`config.mk`:
```
export PLATFORM = sky130hd
export DESIGN_NAME = irq_arb_top
export DESIGN_NICKNAME = d
export VERILOG_FILES = /design/src/rtl/irq_arb_pkg.sv /design/src/rtl/irq_pend_bank.sv /design/src/rtl/irq_win_sel.sv /design/src/rtl/irq_arb_top.sv
export SDC_FILE = /design/constraint.sdc
export NUM_CORES = 1
export LEC_CHECK = 0
export ABC_AREA = 1
export BUFFER_PORTS_ARGS = -buffer_cell sky130_fd_sc_hd__buf_2
export CAP_MARGIN = 20
export CORE_MARGIN = 2
export CORE_UTILIZATION = 50
export CTS_CLUSTER_SIZE = 14
export DETAILED_ROUTE_END_ITERATION = 10
export GPL_ROUTABILITY_DRIVEN = 0
export PLACE_DENSITY = 0.75
export SYNTH_ARGS = -nofsm -noshare
export SYNTH_HDL_FRONTEND = slang
export SYNTH_SLANG_ARGS = --single-unit
```
`constraint.sdc`:
```
create_clock -name clk -period 8.85 [get_ports clk]
set_input_delay 0.885 -clock clk [delete_from_list [all_inputs] [get_ports clk]]
set_output_delay 0.885 -clock clk [all_outputs]
set_load 0.005 [all_outputs]
```
`src/rtl/irq_arb_pkg.sv`:
```
package irq_arb_pkg;
   localparam int         CODE_W    = 4;
   localparam int         LVL_W     = 3;
   localparam logic [3:0] NO_WINNER = 4'hF;
   typedef logic [LVL_W-1:0] prio_t;
endpackage

```
`src/rtl/irq_pend_bank.sv`:
```
module irq_pend_bank #(
   parameter int NCH = 10
) (
   input  logic           clk,
   input  logic           rst_n,
   input  logic [NCH-1:0] set_hw,
   input  logic [NCH-1:0] set_sw,
   input  logic [NCH-1:0] clr_ack,
   output logic [NCH-1:0] pend_q
);
   // A set on the same cycle as a clear wins, so no event is lost.
   for (genvar c = 0; c < NCH; c++) begin : g_flag
      always_ff @(posedge clk or negedge rst_n) begin
         if (!rst_n)
            pend_q[c] <= 1'b0;
         else if (set_hw[c] || set_sw[c])
            pend_q[c] <= 1'b1;
         else if (clr_ack[c])
            pend_q[c] <= 1'b0;
      end
   end
endmodule

```
`src/rtl/irq_win_sel.sv`:
```
module irq_win_sel
   import irq_arb_pkg::*;
#(
   parameter int NCH = 10
) (
   input  logic [NCH-1:0] pend,
   input  prio_t          prio [NCH],
   output logic [3:0]     code
);
   prio_t best;
   logic  found;

   // Ascending scan with strict compare: ties keep the lower index.
   always_comb begin
      best  = '1;
      found = 1'b0;
      code  = NO_WINNER;
      for (int c = 0; c < NCH; c++) begin
         if (pend[c] && (!found || prio[c] < best)) begin
            found = 1'b1;
            best  = prio[c];
            code  = 4'(c);
         end
      end
   end
endmodule

```
`src/rtl/irq_arb_top.sv`:
```
module irq_arb_top
   import irq_arb_pkg::*;
#(
   parameter int NUM_PAIRS = 5,
   localparam int NCH        = 2 * NUM_PAIRS,
   localparam int PEND_BYTES = (NCH + 7) / 8,
   localparam int PRIO_BYTES = (NUM_PAIRS + 3) / 4,
   localparam int VEC_ADDR   = PEND_BYTES,
   localparam int PRIO_BASE  = PEND_BYTES + 1,
   localparam int NREGS      = PRIO_BASE + PRIO_BYTES,
   localparam int ADDR_W     = $clog2(NREGS)
) (
   input  logic              clk,
   input  logic              rst_n,
   input  logic [NCH-1:0]    trig,
   input  logic              arb_start,
   input  logic              int_ack,
   input  logic              reg_wr,
   input  logic [ADDR_W-1:0] reg_addr,
   input  logic [7:0]        reg_wdata,
   output logic [7:0]        reg_rdata,
   output logic [7:0]        vector,
   output logic              irq
);
   if (NUM_PAIRS < 1 || NCH > 15) begin : g_bad_cfg
      $error("irq_arb_top: NUM_PAIRS must give 1..15 channels");
   end

   logic [NCH-1:0] pend_q;
   logic [NCH-1:0] sw_set;
   logic [NCH-1:0] ack_clr;
   logic [1:0]     lvl_q [NUM_PAIRS];
   prio_t          chan_prio [NCH];
   logic [2:0]     vmsb_q;
   logic [3:0]     win_q;
   logic [3:0]     sel_code;

   for (genvar c = 0; c < NCH; c++) begin : g_chan
      assign chan_prio[c] = {lvl_q[c/2], 1'(c % 2)};
      assign sw_set[c]    = reg_wr && (reg_addr == ADDR_W'(c / 8)) && reg_wdata[c % 8];
      assign ack_clr[c]   = int_ack && (win_q == 4'(c));
   end

   for (genvar p = 0; p < NUM_PAIRS; p++) begin : g_pair
      always_ff @(posedge clk or negedge rst_n) begin
         if (!rst_n)
            lvl_q[p] <= 2'b11;
         else if (reg_wr && reg_addr == ADDR_W'(PRIO_BASE + p / 4))
            lvl_q[p] <= reg_wdata[2*(p%4) +: 2];
      end
   end

   irq_pend_bank #(.NCH(NCH)) u_pend (
      .clk     (clk),
      .rst_n   (rst_n),
      .set_hw  (trig),
      .set_sw  (sw_set),
      .clr_ack (ack_clr),
      .pend_q  (pend_q)
   );

   irq_win_sel #(.NCH(NCH)) u_sel (
      .pend (pend_q),
      .prio (chan_prio),
      .code (sel_code)
   );

   // Upper vector bits carry no reset value.
   always_ff @(posedge clk) begin
      if (reg_wr && reg_addr == ADDR_W'(VEC_ADDR))
         vmsb_q <= reg_wdata[7:5];
   end

   always_ff @(posedge clk or negedge rst_n) begin
      if (!rst_n)
         win_q <= NO_WINNER;
      else if (arb_start)
         win_q <= sel_code;
   end

   always_comb begin
      reg_rdata = '0;
      if (reg_addr == ADDR_W'(VEC_ADDR))
         reg_rdata = vector;
      for (int c = 0; c < NCH; c++)
         if (reg_addr == ADDR_W'(c / 8))
            reg_rdata[c % 8] = pend_q[c];
      for (int p = 0; p < NUM_PAIRS; p++)
         if (reg_addr == ADDR_W'(PRIO_BASE + p / 4))
            reg_rdata[2*(p%4) +: 2] = lvl_q[p];
   end

   assign vector = {vmsb_q, win_q, 1'b0};
   assign irq    = |pend_q;
endmodule

```
==> impl_metrics.env <==
export IMPL_firstDrtPassIters=4
export IMPL_dpl_cell_area_um2=2270
export IMPL_r2r_end="win_q[2]"
export IMPL_hpwlAfterDp_mm=4.05
export IMPL_cts_tree="built"
export IMPL_syn_area_per_cell_um2=7.01
export IMPL_finClkSkew_ps=3.45
export IMPL_wl_per_cell_um=13.6
export IMPL_rsz0062_at_grt="no"
export IMPL_totalWireLength_mm=5.15
export IMPL_cts_sinks=27
export IMPL_slowest_stage="dfrtp_1"
export IMPL_holdBufCountCts=0
export IMPL_synth_compound_area_share_pct=16.0
export IMPL_final_common_cell="nand2_1"
export IMPL_fmax_mhz=138
export IMPL_hold_path_class="reg -> reg"
export IMPL_synth_edf_count=3
export IMPL_grt_overflow_total=0
export IMPL_final_hold_worst_slack_ps=524
export IMPL_grt_pass1_vias=1935
export IMPL_ys_types=29
export IMPL_ir_worst_vdd_mv=0.152
export IMPL_start_util_pct=51.1
export IMPL_stdcell_area_um2=2320
export IMPL_insertion_delay_ps=290
export IMPL_mostFrequentLayoutCells="84 x nand2_1, 41 x buf_2, 38 x inv_1"
export IMPL_areaGrowthSynthToFinish_pct=15.0
export IMPL_grt_max_degree=25
export IMPL_fin_setup_tns_ps=0
export IMPL_port_buffers=41
export IMPL_clockRootBuffer="clkbuf_8"
export IMPL_synth_top_family_by_area="simple AND/OR/NAND/NOR gates"
export IMPL_reg2regPathDepth=56
export IMPL_worstMarginPinSlew_ps=738
export IMPL_critPathBufInv=2
export IMPL_track_usage_pct=25.2
export IMPL_p_per_area_nw_per_um2=402
export IMPL_clk_pin_slew_worst_paths_ps=100
export IMPL_ys_flop_type="dfstp_2"
export IMPL_crit_top_cell="nand2_1"
export IMPL_relSlewSlack_pct=50.6
export IMPL_cts_repair_resized=0
export IMPL_status="complete, no violations"
export IMPL_maxCapViolCount=0
export IMPL_diodes=0
export IMPL_synth_area_um2=2010
export IMPL_cts_buffers=3
export IMPL_hold_path_depth=2
export IMPL_ys_ff_latch=27
export IMPL_rrSetupSlack_ps=1580
export IMPL_slew_viol_final=0
export IMPL_cp_data_arrival_time_ps=7490
export IMPL_syn_inst=287
export IMPL_critPathKind="reg -> reg"
export IMPL_min_from="win_q[1]"
export IMPL_synth_xor_area_share_pct=0
export IMPL_cpPeakStageDelay_ps=440
export IMPL_die_h_um=67.5
export IMPL_muxShareOfSynthArea_pct=0
export IMPL_yosysSeqAreaShare_pct=35.2
export IMPL_end_kind="flop"
export IMPL_synthSimpleGateAreaFrac_pct=33.5
export IMPL_die_x_um=67.5
export IMPL_final_layout_size_suffix_gt1_share_pct=26.1
export IMPL_ant_nets=0
export IMPL_syn_nets=325
export IMPL_ios=43
export IMPL_cts_max_level=1
export IMPL_timing_final_crit_share_pct=82.1
export IMPL_cp_required_ps=9080
export IMPL_cts_path_max_buffers=2
export IMPL_cp_top_family="simple AND/OR/NAND/NOR gates"
export IMPL_dieArea_um2=4550
export IMPL_core_um2=3940
export IMPL_vias_per_cell=5.25
export IMPL_rr_startpoint="u_pend.pend_q[0]"
export IMPL_path_max_fanout=7
export IMPL_hold_end="win_q[1]"
export IMPL_num_nets_final=369
export IMPL_synth_adder_area_share_pct=7.46
export IMPL_placementRows=23
export IMPL_post_cts_buffers=0
export IMPL_grt_pass1_wl_mm=8.55
export IMPL_power_leakage_nw=1.18
export IMPL_worstSetupStartpointType="flop"
export IMPL_finalSetupViolCount=0
export IMPL_num_vias=1996
export IMPL_post_route_min_period_ps=7270
export IMPL_ys_warn_count=0
export IMPL_synthArstFlopShare_pct=88.9
export IMPL_drt_iter0_drc=82
export IMPL_drc=0
export IMPL_antenna_found_initial=0
export IMPL_hold_viol=0
[cells in the mapped netlist (2+ instances only)]
cell type,instances,area share (%)
a21oi_2,2,0.87
dfstp_2,14,18
nand2_1,84,16
nor2_1,26,4.8
o221ai_1,3,1.3
o21ai_0,28,7.0
a21oi_1,17,4.2
inv_1,38,7.1
nand2_4,4,2.2
nand2_2,14,4.4
nor2_2,3,0.93
ha_1,12,7.5
o31ai_1,2,0.75
edfxtp_1,3,4.5
dfrtp_1,10,12
nand4_1,2,0.62
nand3_1,13,3.2
[registers in the layout (all words and copies together), names as in the netlist]
| register | count |
|---|---|
| chan_prio | 10 |
| u_pend.pend_q | 10 |
| win_q | 4 |
| vmsb_q | 3 |
[worst min-delay path, cell delays in order, from the launching register on]
cell     delay, ps
dfstp_2        420
nand2_1         70
nand2_1         50
[layer usage]
| metal | global-route usage, % | up-vias | routed length (um) |
|---|---|---|---|
| met3 | 1.67 | 15 | 235 |
| met1 | 32.4 | 908 | 2300 |
| met2 | 43.3 | 56 | 2490 |
| met4 | 11.5 | 0 | 127 |
| li1 | - | 1017 | - |
| met5 | 0 | - | 0 |
[cell type report]
| class | count | area, um2 |
|---|---|---|
| sequential | 27 | 708 |
| clock inverter | 1 | 5.00 |
| inverter | 38 | 143 |
| clock buffer | 3 | 41.3 |
| multi-input combinational | 220 | 1150 |
| tap | 50 | 62.6 |
| fill | 384 | 1630 |
| timing repair buffer | 41 | 205 |
[metrics by stage]
stage                     total power, mW  std cells  utilization, %  worst slack (ps)
after floorplan                     0.725        287               -              2370
after global placement              0.841        376            57.6              1800
after detailed placement            0.859        376            57.6              1540
after CTS                           0.937        380            58.7              1520
after global routing                 1.06        380            58.7               586
final                               0.931        380            58.7              1580
[cell families after synthesis]
kind of cell	after synthesis
AO/OA/AOI/OAI	57
adder cells (fa/ha/maj)	12
buffers and inverters	40
flip-flops	27
other	1
AND/OR/NAND/NOR	150
[report_power, final]
| part | internal [mW] | switching [mW] | total (mW) |
|---|---|---|---|
| clock network | 0.0318 | 0.0436 | 0.0754 |
| registers | 0.161 | 0.0330 | 0.194 |
| logic | 0.240 | 0.421 | 0.661 |
| total | 0.433 | 0.498 | 0.931 |
[worst max-delay path by stage]
stage / end / depth (start not counted) / slack [ps] / startpoint
finish: win_q[2] / 56 / 1580 / u_pend.pend_q[0]
global route: win_q[2] / 56 / 590 / u_pend.pend_q[0]
CTS: win_q[2] / 56 / 1520 / u_pend.pend_q[0]
detailed placement: win_q[2] / 56 / 1540 / u_pend.pend_q[0]
global placement: win_q[2] / 58 / 1800 / u_pend.pend_q[0]
floorplan: win_q[0] / 57 / 2370 / u_pend.pend_q[0]
Note: power is estimated with default switching activity, not from simulation.
